`config.mk`:
```
export PLATFORM = sky130hd
export DESIGN_NAME = hcpt_top
export DESIGN_NICKNAME = d
export VERILOG_FILES = /design/src/rtl/hcpt_pkg.sv /design/src/rtl/hcpt_ctrl.sv /design/src/rtl/hcpt_packer.sv /design/src/rtl/hcpt_top.sv
export SDC_FILE = /design/constraint.sdc
export NUM_CORES = 1
export LEC_CHECK = 0
export BUFFER_PORTS_ARGS = -buffer_cell sky130_fd_sc_hd__buf_2
export CORE_ASPECT_RATIO = 0.75
export CORE_MARGIN = 1
export CORE_UTILIZATION = 55
export CTS_BUF_LIST = sky130_fd_sc_hd__clkbuf_8
export DETAILED_ROUTE_END_ITERATION = 12
export GPL_ROUTABILITY_DRIVEN = 0
export PLACE_DENSITY_LB_ADDON = 0.05
export SETUP_SLACK_MARGIN = 0.1
export SLEW_MARGIN = 20
export SYNTH_ARGS = -nofsm -noshare
export SYNTH_HDL_FRONTEND = slang
export SYNTH_HIERARCHICAL = 1
export SYNTH_SLANG_ARGS = --single-unit
```
`constraint.sdc`:
```
create_clock -name clk -period 3.65 [get_ports clk]
set_input_delay 0.1825 -clock clk [delete_from_list [all_inputs] [get_ports clk]]
set_output_delay 0.1825 -clock clk [all_outputs]
set_load 0.02 [all_outputs]
```
`src/rtl/hcpt_pkg.sv`:
```
package hcpt_pkg;

  typedef enum logic [2:0] {
    S_IDLE,
    S_FLUSH,
    S_HDR,
    S_BODY,
    S_TRIG
  } hcpt_state_e;

  // Header word: bits 7:6 channel, 5:0 type, payload lanes filled later.
  function automatic logic [31:0] hdr_word(input logic [1:0] ch, input logic [5:0] dt);
    return {24'h0, ch, dt};
  endfunction

  // Write one byte into byte lane `lane` of a word.
  function automatic logic [31:0] put_byte(input logic [31:0] w, input logic [7:0] b,
                                           input logic [1:0] lane);
    logic [31:0] r;
    r = w;
    r[lane*8 +: 8] = b;
    return r;
  endfunction

  // True when `nbytes` fits a FIFO of `depth` 32-bit words.
  function automatic logic fits_fifo(input int unsigned nbytes, input int unsigned depth);
    return nbytes <= 4 * depth;
  endfunction

  // Number of FIFO words a payload of `nbytes` produces, header included.
  function automatic int unsigned words_for_len(input int unsigned nbytes);
    return (nbytes <= 2) ? 1 : 1 + (nbytes + 1) / 4;
  endfunction

endpackage

```
`src/rtl/hcpt_ctrl.sv`:
```
module hcpt_ctrl
  import hcpt_pkg::*;
#(
  parameter int HOST_DEPTH  = 64,
  parameter int VID_DEPTH   = 256,
  parameter int TIMEOUT_CYC = 12_500_000,
  parameter int LEN_W       = 11,
  parameter int CNT_W       = 12,
  parameter int TMO_W       = 24
) (
  input  logic             clk,
  input  logic             rst_n,
  input  logic             start,
  input  logic [LEN_W-1:0] len,
  input  logic             lp_mode,
  input  logic             ack_req,
  input  logic             read_req,
  input  logic             fifo_fault,
  input  logic             pl_valid,
  input  logic             tx_done,
  output logic             pl_ready,
  output logic             accept,
  output logic             load,
  output logic             emit_hdr,
  output logic             emit_body,
  output logic [LEN_W-1:0] idx,
  output logic [LEN_W-1:0] cur_len,
  output logic [1:0]       lane,
  output logic             fifo_rst,
  output logic             fifo_sel,
  output logic             hs_en,
  output logic             bta_req,
  output logic             trigger,
  output logic             done,
  output logic [CNT_W-1:0] byte_count,
  output logic             err_nospc,
  output logic             err_timeout
);

  hcpt_state_e      st;
  logic [LEN_W-1:0] len_q;
  logic [LEN_W-1:0] idx_q;
  logic [LEN_W-1:0] hdr_need;
  logic [TMO_W-1:0] tcnt;
  logic             lp_q, bta_q;
  logic             too_long, reject, hdr_take, last_byte;

  assign too_long  = !fits_fifo(32'(len), VID_DEPTH);
  assign load      = (st == S_IDLE) && start && !too_long;
  assign reject    = (st == S_IDLE) && start && too_long;
  assign hdr_need  = (len_q > LEN_W'(2)) ? LEN_W'(2) : len_q;
  assign hdr_take  = (st == S_HDR) && (idx_q < hdr_need);
  assign pl_ready  = hdr_take || (st == S_BODY);
  assign accept    = pl_ready && pl_valid;
  assign emit_hdr  = (st == S_HDR) && (idx_q == hdr_need);
  assign last_byte = (idx_q == len_q - LEN_W'(1));
  assign lane      = idx_q[1:0] - 2'd2;
  assign emit_body = (st == S_BODY) && accept && ((lane == 2'd3) || last_byte);

  assign idx      = idx_q;
  assign cur_len  = len_q;
  assign fifo_rst = (st == S_FLUSH);
  assign trigger  = (st == S_TRIG);
  assign fifo_sel = !fits_fifo(32'(len_q), HOST_DEPTH);
  assign hs_en    = !lp_q;
  assign bta_req  = bta_q;

  always_ff @(posedge clk or negedge rst_n) begin
    if (!rst_n) begin
      st          <= S_IDLE;
      len_q       <= '0;
      idx_q       <= '0;
      tcnt        <= '0;
      lp_q        <= 1'b0;
      bta_q       <= 1'b0;
      done        <= 1'b0;
      byte_count  <= '0;
      err_nospc   <= 1'b0;
      err_timeout <= 1'b0;
    end else begin
      done        <= 1'b0;
      err_timeout <= 1'b0;
      err_nospc   <= reject;
      unique case (st)
        S_IDLE: if (load) begin
          len_q <= len;
          lp_q  <= lp_mode;
          bta_q <= ack_req || read_req;
          idx_q <= '0;
          st    <= fifo_fault ? S_FLUSH : S_HDR;
        end
        S_FLUSH: st <= S_HDR;
        S_HDR: begin
          if (accept) idx_q <= idx_q + LEN_W'(1);
          else if (emit_hdr) begin
            tcnt <= '0;
            st   <= (len_q > LEN_W'(2)) ? S_BODY : S_TRIG;
          end
        end
        S_BODY: if (accept) begin
          idx_q <= idx_q + LEN_W'(1);
          if (last_byte) begin
            tcnt <= '0;
            st   <= S_TRIG;
          end
        end
        S_TRIG: begin
          if (tx_done) begin
            st         <= S_IDLE;
            done       <= 1'b1;
            byte_count <= bta_q ? '0 : CNT_W'(len_q) + CNT_W'(4);
          end else if (tcnt == TMO_W'(TIMEOUT_CYC - 1)) begin
            st          <= S_IDLE;
            err_timeout <= 1'b1;
          end else begin
            tcnt <= tcnt + TMO_W'(1);
          end
        end
        default: st <= S_IDLE;
      endcase
    end
  end

  // completion, timeout and rejection are mutually exclusive events
  p_single_event_r8: assert property (@(posedge clk) disable iff (!rst_n)
    $onehot0({done, err_timeout, err_nospc}));

  // a sent packet drops the trigger and reports completion next cycle
  p_trig_release_r8: assert property (@(posedge clk) disable iff (!rst_n)
    (trigger && tx_done) |=> (!trigger && done));

  // a rejected request leaves the block idle
  p_nospc_idle_r5: assert property (@(posedge clk) disable iff (!rst_n)
    err_nospc |-> (!trigger && !pl_ready && !fifo_rst));

  // expiry always takes the trigger down
  p_timeout_drop_r9: assert property (@(posedge clk) disable iff (!rst_n)
    err_timeout |-> !trigger);

  // the FIFO reset lasts one cycle and precedes payload intake
  p_flush_once_r11: assert property (@(posedge clk) disable iff (!rst_n)
    fifo_rst |=> (!fifo_rst && !trigger));

endmodule

```
`src/rtl/hcpt_packer.sv`:
```
module hcpt_packer
  import hcpt_pkg::*;
#(
  parameter int LEN_W = 11
) (
  input  logic             clk,
  input  logic             rst_n,
  input  logic             load,
  input  logic [1:0]       vc,
  input  logic [5:0]       dtype,
  input  logic             accept,
  input  logic [LEN_W-1:0] idx,
  input  logic [1:0]       lane,
  input  logic [7:0]       pl_byte,
  input  logic             emit_hdr,
  input  logic             emit_body,
  output logic             word_valid,
  output logic [31:0]      word_data
);

  logic [31:0] hdr_q;
  logic [31:0] acc_q;
  logic        in_hdr;

  assign in_hdr = (idx < LEN_W'(2));

  always_ff @(posedge clk or negedge rst_n) begin
    if (!rst_n) begin
      hdr_q      <= '0;
      acc_q      <= '0;
      word_valid <= 1'b0;
      word_data  <= '0;
    end else begin
      word_valid <= 1'b0;
      if (load) begin
        hdr_q <= hdr_word(vc, dtype);
        acc_q <= '0;
      end else if (accept && in_hdr) begin
        hdr_q <= put_byte(hdr_q, pl_byte, idx[0] ? 2'd2 : 2'd1);
      end else if (accept) begin
        if (emit_body) begin
          word_data  <= put_byte(acc_q, pl_byte, lane);
          word_valid <= 1'b1;
          acc_q      <= '0;
        end else begin
          acc_q <= put_byte(acc_q, pl_byte, lane);
        end
      end
      if (emit_hdr) begin
        word_data  <= hdr_q;
        word_valid <= 1'b1;
      end
    end
  end

  // header and body words never collide in one cycle
  p_emit_excl_r1: assert property (@(posedge clk) disable iff (!rst_n)
    !(emit_hdr && emit_body));

endmodule

```
`src/rtl/hcpt_top.sv`:
```
module hcpt_top
  import hcpt_pkg::*;
#(
  parameter int HOST_DEPTH  = 64,
  parameter int VID_DEPTH   = 256,
  parameter int TIMEOUT_CYC = 12_500_000,
  localparam int LEN_W      = $clog2(4 * VID_DEPTH + 1) + 1,
  localparam int CNT_W      = LEN_W + 1,
  localparam int TMO_W      = $clog2(TIMEOUT_CYC + 1)
) (
  input  logic             clk,
  input  logic             rst_n,
  input  logic             start,
  input  logic [1:0]       vc,
  input  logic [5:0]       dtype,
  input  logic [LEN_W-1:0] len,
  input  logic             lp_mode,
  input  logic             ack_req,
  input  logic             read_req,
  input  logic             fifo_fault,
  input  logic             pl_valid,
  input  logic [7:0]       pl_byte,
  output logic             pl_ready,
  output logic             fifo_rst,
  output logic             word_valid,
  output logic [31:0]      word_data,
  output logic             fifo_sel,
  output logic             hs_en,
  output logic             bta_req,
  output logic             trigger,
  input  logic             tx_done,
  output logic             done,
  output logic [CNT_W-1:0] byte_count,
  output logic             err_nospc,
  output logic             err_timeout
);

  logic             accept, load, emit_hdr, emit_body;
  logic [LEN_W-1:0] idx, cur_len;
  logic [1:0]       lane;

  hcpt_ctrl #(
    .HOST_DEPTH (HOST_DEPTH),
    .VID_DEPTH  (VID_DEPTH),
    .TIMEOUT_CYC(TIMEOUT_CYC),
    .LEN_W      (LEN_W),
    .CNT_W      (CNT_W),
    .TMO_W      (TMO_W)
  ) u_ctrl (
    .clk, .rst_n, .start, .len, .lp_mode, .ack_req, .read_req, .fifo_fault,
    .pl_valid, .tx_done, .pl_ready, .accept, .load, .emit_hdr, .emit_body,
    .idx, .cur_len, .lane, .fifo_rst, .fifo_sel, .hs_en, .bta_req, .trigger,
    .done, .byte_count, .err_nospc, .err_timeout
  );

  hcpt_packer #(.LEN_W(LEN_W)) u_pack (
    .clk, .rst_n, .load, .vc, .dtype, .accept, .idx, .lane, .pl_byte,
    .emit_hdr, .emit_body, .word_valid, .word_data
  );

  // Word tally for the packing check below.
  logic [LEN_W-1:0] wcnt;
  always_ff @(posedge clk or negedge rst_n) begin
    if (!rst_n)          wcnt <= '0;
    else if (load)       wcnt <= '0;
    else if (word_valid) wcnt <= wcnt + LEN_W'(1);
  end

  // by the time the trigger rises the full word count has been written
  p_word_count_r3: assert property (@(posedge clk) disable iff (!rst_n)
    $rose(trigger) |-> (32'(wcnt) + 32'(word_valid) == words_for_len(32'(cur_len))));

  // no FIFO write happens while the packet is being sent
  p_no_write_in_trig_r8: assert property (@(posedge clk) disable iff (!rst_n)
    $past(trigger) |-> !word_valid);

endmodule

```
==> results by group, run 1 <==
Setup path
  • Critical path fanouts, max: 6
  • Crit path largest cell delay: between 0.5 and 0.6 ns
  • Worst path cell trace: or4_4, nor2_4, nand2_4, nor2_4, nand2_1, ha_1, nand2_2, a21oi_2, o21ai_2, and4_1, a21o_1, nand2_2, inv_4, nor2b_4, o311a_4, buf_12, buf_16, a21o_1, o21ai_2
  • CP Class: reg2reg
  • Startpoint Class: flip-flop
  • Critical Path End Type: flip-flop
  • CP arrival: between 3 and 4 ns
  • Critical Path RT: 4.01 ns
  • Worst Reg2Reg Path Length in Cells: 19
  • Slowest cell on crit path: or4_4

Drt
  • WL/cell: ~18 um
  • Via Count: roughly 7300
  • Routed Antenna Nets: 0
  • Initial DRC Count: 621
  • Total wire length: between 20000 and 25000 um
  • First-pass iteration count of the detailed router: 5
  • Residual DRC count: 0
  • Vias per inst: ~6

Timing
  • Max Fclk: 0.285 GHz
  • Post-layout min period: 3.51 ns
  • Slew Limit Fails: 0
  • Worst-Margin Slew: 0.936 ns
  • Final setup margin: 0.140 ns
  • RSZ-0062 raised after global routing: true
  • Clock skew: 0.00986 ns
  • Final setup viols: 0
  • Final-report hold violation count: 0
  • Fin crit share: ~96%
  • Final hold slack: 0.0537 ns
  • Relative slew slack: 36.7%

Synth
  • FF+latch count, synth: between 150 and 200
  • Seq/Total Area, Yosys: between 40% and 50%
  • Synth unique cells: 69
  • Synthesized area per cell: 9.61 um2
  • Synth Instances: between 800 and 900
  • Synth top area cells: dfrtp_1 (48%), nand2_1 (4.2%), o21ai_0 (4.0%)
  • Synthesized area: 0.00832 mm2
  • Synth top area share: roughly 48%
  • Asr flop ratio synth: 100%
  • Post-synth EDFFs: 0
  • Ys flop type: dfrtp_1
  • Synthesis Warnings: 6
  • Cell taking the most area after synthesis: dfrtp_1

Layout
  • Area Growth Syn to Fin: 20.3%
  • Commonest non-fill, non-tap cell in the layout: dfrtp_1
  • Antenna diode count: 0
  • Final #Nets: 1057
  • FILL cells: 1174
  • Layout cells sized above 1: 20.8%
  • Finished Cell Area: 0.0100 mm2
  • Non-Filler Instances: 1208
  • Final Util: 68.5%
  • Commonest cells after routing, fill and taps aside: dfrtp_1 (156), buf_2 (90), nand2_1 (89)

Run
  • Max_cap viols: 0

Pwr
  • PwrDens: between 500 and 600 mW/mm2
  • Worst VDD drop: 0.284 mV
  • Total leakage power: 0.00470 uW

Floorplanning
  • Initial cell density of the core: 57.0%
  • Core Area: 0.0146 mm2
  • Std cell rows: 38
  • IO Count: 92
  • Die Footprint: ~0.016 mm2
  • Chip Width: 144 um
  • Die H: 108 um

GRT
  • Initial antenna violation count: 0
  • First-pass GRT wire length: 34400 um
  • Vias in the first global route: 6778
  • Largest net degree at the start of global routing: 90
  • All-Layer GR Usage: 28.7%
  • Congestion Overflow GR: 0

Clocking
  • Clk root buf: clkbuf_8
  • CTS max path bufs: 2
  • Clock sinks: 158
  • CTS Buf Count: 17
  • Clock Latency Late Sink: 0.46 ns
  • CTS tree: done
  • H-tree Lvls: 4
  • Clock transition at path regs: 0.09 ns

Outcome
  • Outcome: completed

Placed design
  • I/O Buffers: 91
  • Setup Slack @ Placement: -0.117 ns
  • Placement Cell Area: ~0.0091 mm2
  • Hpwl dp: 14200 um
  • Post-Place Cells: 1141

Hold path
  • Hold path cells: 4
  • Hold Crit Class: in2reg
==> per-stage QoR <==
step	setup TNS, ns	total power [uW]
global placement	0	4360
floorplan	0	3830
global route	0	6310
CTS	0	5840
finish	0	5970
detailed placement	-0.436	4450
==> cells by family (layout without fill, tap and decap cells) <==
| logic type | Yosys count | after routing | synth area share (%) |
|---|---|---|---|
| AO/OA/AOI/OAI | 260 | 260 | 20.9 |
| other | 1 | 8 | 0.0451 |
| buffers and inverters | 67 | 203 | 3.76 |
| adder cells (fa/ha/maj) | 25 | 25 | 3.76 |
| XOR/XNOR | 33 | 33 | 3.48 |
| AND/OR/NAND/NOR | 311 | 311 | 19.2 |
| multiplexers | 10 | 10 | 1.34 |
| flip-flops | 158 | 158 | 47.5 |
==> synthesized netlist by cell type (3+ instances only) <==
library cell and instances:
a211oi_1 10, a21o_1 18, a21oi_1 53, a22o_1 16
a31oi_1 11, and2_1 3, and3_1 8, and4_1 6
buf_2 10, buf_6 6, clkbuf_1 30, dfrtp_1 158
ha_1 25, inv_1 17, mux2_2 9, nand2_1 93
nand2b_1 6, nand3_1 16, nand3b_1 10, nand4_1 17
nor2_1 70, nor2b_1 37, nor3_1 15, nor3b_1 3
nor4_1 4, o21ai_0 66, o21ai_1 14, o21ai_2 3
o2bb2ai_1 32, o311ai_0 8, o31ai_1 7, o41ai_1 3
or3_1 4, or4_1 4, xnor2_1 15, xor2_1 18
==> final cells by class <==
type	count	area [um2]	area share, %
Clock inverter	15	158	1.58
Inverter	18	70.1	0.701
Multi-Input combinational cell	647	4210	42.1
Clock buffer	17	234	2.34
Tap cell	200	250	2.50
Timing Repair Buffer	153	1120	11.2
Sequential cell	158	3960	39.6
==> power by group <==
group / switching, uW / internal [uW]
clock: 694 / 617
sequential: 321 / 2160
combinational: 1290 / 888
==> sequential cells by signal, summed over array words and instances, names as in the netlist, 3 cells and up <==
signal             cells
u_pack/hdr_q          24
u_pack/word_data      32
u_ctrl/idx            12
u_ctrl/cur_len        12
u_pack/acc_q          32
u_ctrl/byte_count     13
u_ctrl/st              3
u_ctrl/tcnt           24
==> critical path, delay by kind of cell (launching register included) <==
kind / cells / cell delay [ns]
compound gates: 6 / 0.77
fa+ha+maj: 1 / 0.29
buf+inv: 3 / 0.36
flops: 1 / 0.39
simple gates: 9 / 1.60
==> routing by layer <==
metal	track usage [%]	share of wire, %	wire length (um)	vias to the layer above
met2	42.8	45	9860	273
met5	0	0	0	-
met3	5.40	6.4	1390	28
li1	-	-	-	3380
met4	8.97	1.4	303	0
met1	42.0	47	10200	3570
==> worst paths after layout <==
path,start,end,slack (ns)
worst max register to register,u_ctrl/cur_len[5],u_pack/word_data[1],0.14
worst min register to register,u_ctrl/tcnt[21],u_ctrl/tcnt[21],0.47
max in group asynchronous,rst_n,u_pack/word_data[11],2.50
worst max-delay path,u_ctrl/cur_len[5],u_pack/word_data[1],0.14
worst min-delay path,fifo_fault,u_ctrl/st[1],0.05
min in group asynchronous,rst_n,u_ctrl/tcnt[12],0.33
==> timing repair <==
action | in CTS | in global routing
resized for setup | 7 | 43
setup buffers | 2 | 3
hold buffers | 25 | 0
cloned | 1 | 4
endpoints found under the setup margin | 64 | 80
endpoints found under the hold margin | 111 | 0
pin swaps | 1 | 17
Note: power is estimated with default switching activity, not from simulation.
==> run 2, diff against run 1 <==
==> constraint.sdc (replaced) <==
create_clock -name clk -period 2.98 [get_ports clk]
set_input_delay 0.149 -clock clk [delete_from_list [all_inputs] [get_ports clk]]
set_output_delay 0.149 -clock clk [all_outputs]
set_load 0.02 [all_outputs]
==> run 2 against run 1 <==
- the run now ends with setup timing left
- sequential power grew 24%
- global-route usage grew 2.7 points
- routed wire length grew 12%
- non-clock buffer count grew 47
- critical path type unchanged
==> results by group, run 2 (synthesis gave the netlist of run 1 again) <==
Outcome
  • Outcome: finished, violations left
  • Failing checks: setup timing

Drt
  • Initial DRC Count: 681 (+9.7%)
  • Vias per inst: 6.08 (+1.4%)
  • First-pass iteration count of the detailed router: 6 (+1)
  • Via Count: 7641 (+5.4%)
  • Routed Antenna Nets: 0 (unchanged)
  • Total wire length: 24500 um (+12%)
  • Residual DRC count: 0 (unchanged)
  • WL/cell: 19.5 um (+8.2%)

Timing
  • Final setup margin: -0.542 ns (-0.682 ns)
  • Max Fclk: 0.284 GHz (-0.33%)
  • Post-layout min period: 3.52 ns (+0.0117 ns)
  • Final setup viols: 120 (+120)
  • Worst-Margin Slew: 0.933 ns (-0.00301 ns)
  • Clock skew: 0.0107 ns (+0.000855 ns)
  • Relative slew slack: 36.9% (+0.20 points)
  • RSZ-0062 raised after global routing: true
  • Fin crit share: 118% (+22 points)
  • Slew Limit Fails: 0 (unchanged)
  • Final-report hold violation count: 0 (unchanged)
  • Setup TNS: -45.00 ns (-45.00 ns)

Setup path
  • Worst path cell trace: or4_4, nor2_4, nand2_4, buf_6, nor3_4, ha_4, nand2b_4, a21oi_2, o21ai_2, and4_1, a21o_1, nand2_2, inv_2, buf_4, nand2b_4, or3_4, buf_12, o2bb2ai_2
  • Worst path most repeated cell: nand2b_4
  • RR Endpoint: u_pack/acc_q[9]
  • Bufs and invs on worst path: 4 (+1)
  • CP Class: reg2reg
  • RR Startpoint: u_ctrl/cur_len[8]
  • Critical Path RT: 3.35 ns (-0.66 ns)
  • CP arrival: 3.89 ns (+0.02 ns)
  • Critical path fanouts, max: 10 (+4)
  • Crit path largest cell delay: 0.56 ns (about the same)
  • Critical Path End Type: flip-flop
  • Crit-path leading delay family: simple AND/OR/NAND/NOR gates
  • Slowest cell on crit path: or4_4
  • Startpoint Class: flip-flop
  • Worst Reg2Reg Path Length in Cells: 18 (-1)
  • R2r setup slk: -0.54 ns (-0.68 ns)

Floorplanning
  • Initial cell density of the core: 57.0% (unchanged)
  • Chip Width: 144 um (unchanged)
  • Core Area: 0.0146 mm2 (unchanged)
  • Die H: 108 um (unchanged)
  • IO Count: 92 (unchanged)
  • Std cell rows: 38 (unchanged)
  • Die Footprint: 0.0156 mm2 (unchanged)

Clocking
  • H-tree Lvls: 4 (unchanged)
  • Clock transition at path regs: 0.09 ns (about the same)
  • CTS Buf Count: 17 (unchanged)
  • CTS max path bufs: 2 (unchanged)
  • Clk root buf: clkbuf_8
  • Clock Latency Late Sink: 0.45 ns (about the same)
  • Clock sinks: 158 (unchanged)
  • CTS tree: done

Layout
  • Area Growth Syn to Fin: 32.1%
  • Commonest non-fill, non-tap cell in the layout: dfrtp_1
  • Multi-input logic area: 0.00465 mm2 (+10%)
  • Biggest regs: u_pack/acc_q (32), u_pack/word_data (32)
  • Register area: 0.00395 mm2 (about the same)
  • FILL cells: 1011 (-14%)
  • Antenna diode count: 0 (unchanged)
  • Final #Nets: 1105 (+4.5%)
  • Commonest cells after routing, fill and taps aside: dfrtp_1 (158), buf_2 (89), nand2_1 (88)
  • Layout cells sized above 1: 30.4% (+9.6 points)

Pwr
  • PwrDens: 738 mW/mm2 (+24%)
  • Worst VDD drop: 0.465 mV (+64%)
  • Total leakage power: 0.00510 uW (+8.5%)
  • Pwr Total: 8110 uW (+36%)

GRT
  • Largest net degree at the start of global routing: 77 (-14%)
  • Top Usage Layer GRT: met2
  • All-Layer GR Usage: 31.4% (+2.7 points)
  • Vias in the first global route: 7378 (+8.9%)
  • Met1 usage: 43.2% (+1.2 points)
  • Initial antenna violation count: 0 (unchanged)
  • First-pass GRT wire length: 37400 um (+8.7%)
  • Met3 Track Usage GR: 7.84% (+2.4 points)
  • Congestion Overflow GR: 0 (unchanged)
  • GR Layer Usage met2: 49.6% (+6.8 points)

Hold path
  • Hold path cells: 4 (unchanged)
  • Hold Crit Start: fifo_fault
  • Hold Crit Class: in2reg
  • Worst Hold Path EP: u_ctrl/st[1]

Placed design
  • Hpwl dp: 15300 um (+7.8%)
  • I/O Buffers: 91 (unchanged)

Run
  • Max_cap viols: 0 (unchanged)
-- run 2: worst max-delay path by stage --
stage                           start                    to  slack (ns)  cells after the start
detailed placement  u_ctrl/cur_len[8]  u_pack/word_data[25]       -0.59                     18
global route        u_ctrl/cur_len[8]  u_pack/word_data[31]       -0.66                     18
floorplan           u_ctrl/cur_len[8]  u_pack/word_data[10]       -0.58                     19
global placement    u_ctrl/cur_len[8]  u_pack/word_data[25]       -0.37                     18
finish              u_ctrl/cur_len[8]       u_pack/acc_q[9]       -0.54                     18
CTS                 u_ctrl/cur_len[6]   u_pack/word_data[6]       -0.37                     19
-- run 2: area by class of cell --
class | instances | area share (%)
multi-input combinational | 648 | 42.3
sequential | 158 | 36.0
timing repair buffer | 200 | 15.1
tap | 200 | 2.28
clock buffer | 18 | 2.26
clock inverter | 14 | 1.44
inverter | 18 | 0.615
-- run 2: routing by layer --
layer  wire, um  share of wire [%]
met4        285                1.2
met3       1990                8.1
met5          0                  0
met2      11400                 46
met1      10900                 44
-- run 2: worst register-to-register path: stages (launching register included) --
cell	delay [ns]
dfrtp_1	0.39
or4_4	0.56
nor2_4	0.12
nand2_4	0.08
buf_6	0.13
nor3_4	0.21
ha_4	0.24
nand2b_4	0.07
a21oi_2	0.05
o21ai_2	0.19
and4_1	0.28
a21o_1	0.13
nand2_2	0.06
inv_2	0.06
buf_4	0.12
nand2b_4	0.06
or3_4	0.40
buf_12	0.18
o2bb2ai_2	0.14
-- run 2: power breakdown --
part	switching, uW	leakage (uW)	internal [uW]
sequential	443	0.00210	2640
clock	869	0.000196	782
combinational	1900	0.00281	1470
total	3210	0.00510	4900
-- run 2: timing repair --
| item | CTS | global route |
|---|---|---|
| endpoints found under the hold margin | 68 | 0 |
| gates cloned | 4 | 7 |
| pin swaps | 17 | 42 |
| gates resized for setup | 55 | 40 |
| setup endpoints to repair | 120 | 121 |
| hold buffers | 25 | 0 |
| buffers inserted | 9 | 4 |
-- run 2: metrics by stage --
| stage | instance area [um2] | hold slack [ns] | util, % | setup slack (ns) | cells |
|---|---|---|---|---|---|
| after CTS | 10600 | 0.00995 | 72.9 | -0.374 | 1248 |
| after detailed placement | 9660 | 0.111 | 66.2 | -0.592 | 1179 |
| after global routing | 11000 | 0.0522 | 75.3 | -0.657 | 1256 |
| final | 11000 | 0.0396 | 75.3 | -0.542 | 1256 |
| after floorplan | 8670 | -0.147 | - | -0.581 | 872 |
| after global placement | 9660 | 0.106 | 66.2 | -0.375 | 1179 |
==> run 3, diff against run 2 <==
--- a/config.mk
+++ b/config.mk
@@ -6,6 +6,7 @@
 export NUM_CORES = 1
 export LEC_CHECK = 0
 export BUFFER_PORTS_ARGS = -buffer_cell sky130_fd_sc_hd__buf_2
+export CAP_MARGIN = 20
 export CORE_ASPECT_RATIO = 0.75
 export CORE_MARGIN = 1
 export CORE_UTILIZATION = 55
@@ -13,6 +14,7 @@
 export DETAILED_ROUTE_END_ITERATION = 12
 export GPL_ROUTABILITY_DRIVEN = 0
 export PLACE_DENSITY_LB_ADDON = 0.05
+export REMOVE_ABC_BUFFERS = 1
 export SETUP_SLACK_MARGIN = 0.1
 export SLEW_MARGIN = 20
 export SYNTH_ARGS = -nofsm -noshare
==> run 3 against run 2 <==
- the run still ends with setup timing left
- maximum frequency about the same
- global-route usage down 0.67 points
- sequential power about the same
- largest cell class unchanged
- routed wire length down 3.2%
==> results by group, run 3 (synthesis gave the netlist of run 1 again) <==
Floorplanning
  • Die H: 108 um (unchanged)
  • Chip Width: 144 um (unchanged)
  • IO Count: 92 (unchanged)
  • Initial cell density of the core: 57.0% (unchanged)
  • Die Footprint: 0.0156 mm2 (unchanged)
  • Std cell rows: 38 (unchanged)
  • Core Area: 0.0146 mm2 (unchanged)

Setup path
  • Critical Path End Type: flip-flop
  • Critical Path RT: 3.35 ns (about the same)
  • Crit-path leading delay family: simple AND/OR/NAND/NOR gates
  • Startpoint Class: flip-flop
  • Critical path fanouts, max: 6 (-4)
  • CP arrival: 3.89 ns (about the same)
  • RR Startpoint: u_ctrl/cur_len[8]
  • Cell depth of the worst setup path: 18 (unchanged)
  • Worst path cell trace: or4_4, nor2_4, nand2_4, nor2_4, nand2_2, ha_4, a21o_1, o21ai_2, and4_1, a21o_1, nand2_2, inv_2, nor2b_4, o311a_4, buf_12, clkbuf_16, nor2_4, o21ai_1
  • Crit path largest cell delay: 0.56 ns (about the same)
  • Worst path most repeated cell: nor2_4
  • RR Endpoint: u_pack/word_data[13]
  • R2r setup slk: -0.54 ns (about the same)
  • Slowest cell on crit path: or4_4
  • Worst Reg2Reg Path Length in Cells: 18 (unchanged)
  • CP Class: reg2reg
  • Bufs and invs on worst path: 3 (-1)

Clocking
  • Clk root buf: clkbuf_8
  • Clock sinks: 158 (unchanged)
  • CTS Buf Count: 17 (unchanged)
  • Clock Latency Late Sink: 0.45 ns (about the same)
  • H-tree Lvls: 4 (unchanged)
  • Clock transition at path regs: 0.09 ns (about the same)
  • CTS tree: done
  • CTS max path bufs: 2 (unchanged)

Layout
  • Biggest regs: u_pack/acc_q (32), u_pack/word_data (32)
  • Layout cells sized above 1: 28.6% (-1.8 points)
  • Finished Cell Area: 0.0109 mm2 (-0.62%)
  • Final Util: 74.8% (-0.46 points)
  • Area Growth Syn to Fin: 31.3%
  • Final #Nets: 1111 (+0.54%)
  • Commonest non-fill, non-tap cell in the layout: dfrtp_1
  • Commonest cells after routing, fill and taps aside: dfrtp_1 (158), buf_2 (89), nand2_1 (87)
  • Non-Filler Instances: 1262 (+0.48%)
  • Antenna diode count: 0 (unchanged)

Timing
  • Final setup margin: -0.539 ns (+0.00341 ns)
  • Slew Limit Fails: 0 (unchanged)
  • Final-report hold violation count: 0 (unchanged)
  • Final setup viols: 109 (-9.2%)
  • Max Fclk: 0.284 GHz (about the same)
  • Fin crit share: 118% (about the same)
  • Relative slew slack: 43.4% (+6.5 points)
  • Final hold slack: 0.0854 ns (+0.0458 ns)
  • Clock skew: 0.0142 ns (+0.00344 ns)
  • Post-layout min period: 3.52 ns (-0.00341 ns)
  • Worst-Margin Slew: 0.838 ns (-0.0955 ns)
  • RSZ-0062 raised after global routing: true

Hold path
  • Worst Hold Path EP: u_pack/hdr_q[16]
  • Hold Crit Class: in2reg
  • Hold Crit Start: pl_byte[0]
  • Hold path cells: 2 (-2)

Pwr
  • PwrDens: 730 mW/mm2 (-1.2%)
  • Pwr Total: 7960 uW (-1.8%)
  • Worst VDD drop: 0.423 mV (-8.9%)
  • Total leakage power: 0.00512 uW (+0.40%)

GRT
  • First-pass GRT wire length: 36800 um (-1.6%)
  • Congestion Overflow GR: 0 (unchanged)
  • All-Layer GR Usage: 30.7% (-0.67 points)
  • Initial antenna violation count: 0 (unchanged)
  • Largest net degree at the start of global routing: 87 (+13%)
  • Vias in the first global route: 7218 (-2.2%)

Outcome
  • Failing checks: setup timing
  • Outcome: finished, violations left

Drt
  • First-pass iteration count of the detailed router: 5 (-1)
  • Routed Antenna Nets: 0 (unchanged)
  • WL/cell: 18.8 um (-3.7%)
  • Initial DRC Count: 736 (+8.1%)
  • Via Count: 7583 (-0.76%)
  • Residual DRC count: 0 (unchanged)
  • Vias per inst: 6.01 (-1.2%)
  • Total wire length: 23700 um (-3.2%)

Placed design
  • Placement Cell Area: 0.00944 mm2 (-2.3%)
  • I/O Buffers: 91 (unchanged)
  • Hpwl dp: 14700 um (-4.1%)
  • Post-Place Cells: 1182 (+0.25%)

Run
  • Max_cap viols: 0 (unchanged)
[run 3: cell count changes in the layout (fill, tap and decap cells not counted), moves of 3 or more]
| cell | before | now |
|---|---|---|
| o21ai_1 | 34 | 29 |
| inv_6 | 4 | 1 |
| inv_1 | 17 | 20 |
| o21ai_0 | 31 | 43 |
| nor2_4 | 5 | 10 |
| o311ai_1 | 6 | 0 |
| o311ai_2 | 2 | 8 |
| buf_4 | 59 | 65 |
| o21ai_2 | 16 | 11 |
| o2bb2ai_4 | 0 | 6 |
| buf_6 | 6 | 9 |
| o2bb2ai_1 | 0 | 15 |
| nor2_2 | 6 | 2 |
| o2bb2ai_2 | 32 | 11 |
[run 3: layout make-up]
class / instances / area [um2]
clock buffer: 20 / 275
fill: 1006 / 3680
clock inverter: 12 / 72.6
sequential: 158 / 3950
timing repair buffer: 207 / 1700
inverter: 18 / 67.6
multi-input combinational: 647 / 4600
tap: 200 / 250
[run 3: worst reg2reg max path: stages (launching register included)]
cell       delay [ns]
dfrtp_1          0.38
or4_4            0.56
nor2_4           0.13
nand2_4          0.08
nor2_4           0.15
nand2_2          0.09
ha_4             0.26
a21o_1           0.16
o21ai_2          0.18
and4_1           0.24
a21o_1           0.13
nand2_2          0.08
inv_2            0.07
nor2b_4          0.17
o311a_4          0.29
buf_12           0.16
clkbuf_16        0.18
nor2_4           0.04
o21ai_1          0.12
[run 3: per-stage QoR]
stage                     worst slack [ns]  TNS [ns]
final                               -0.539    -38.21
after global routing                -0.619    -49.91
after CTS                           -0.390    -26.80
after detailed placement            -0.758    -52.02
after global placement              -0.466    -33.16
after floorplan                      -1.97   -189.79
[run 3: how the worst max path moves through the flow]
stage	start	endpoint	slack, ns
floorplan	u_ctrl/st[0]	u_ctrl/st[1]	-1.97
global placement	u_ctrl/cur_len[8]	u_pack/word_data[26]	-0.47
detailed placement	u_ctrl/cur_len[8]	u_pack/word_data[26]	-0.76
CTS	u_ctrl/cur_len[8]	u_pack/word_data[15]	-0.39
global route	u_ctrl/cur_len[8]	u_pack/acc_q[29]	-0.62
finish	u_ctrl/cur_len[8]	u_pack/word_data[13]	-0.54
[run 3: power by group]
group	switching, uW	leakage (uW)	internal, uW	total [uW]
combinational	1890	0.00284	1540	3430
clock	817	0.000182	631	1450
sequential	442	0.00210	2640	3080
[run 3: what timing repair did]
action                                  CTS  global route
buffers inserted                         15             5
hold buffers                             26             0
gates resized for setup                  71            63
pin swaps                                25            30
endpoints found under the setup margin  120           121
gates cloned                              5             4
endpoints found under the hold margin    96             0
[run 3: routing by layer]
| layer | vias to the layer above | share of wire (%) | global-route usage, % |
|---|---|---|---|
| li1 | 3490 | - | - |
| met1 | 3748 | 45 | 45.4 |
| met2 | 317 | 46 | 46.3 |
| met3 | 28 | 7.6 | 5.14 |
| met4 | 0 | 1.2 | 8.97 |
| met5 | - | 0 | 0 |
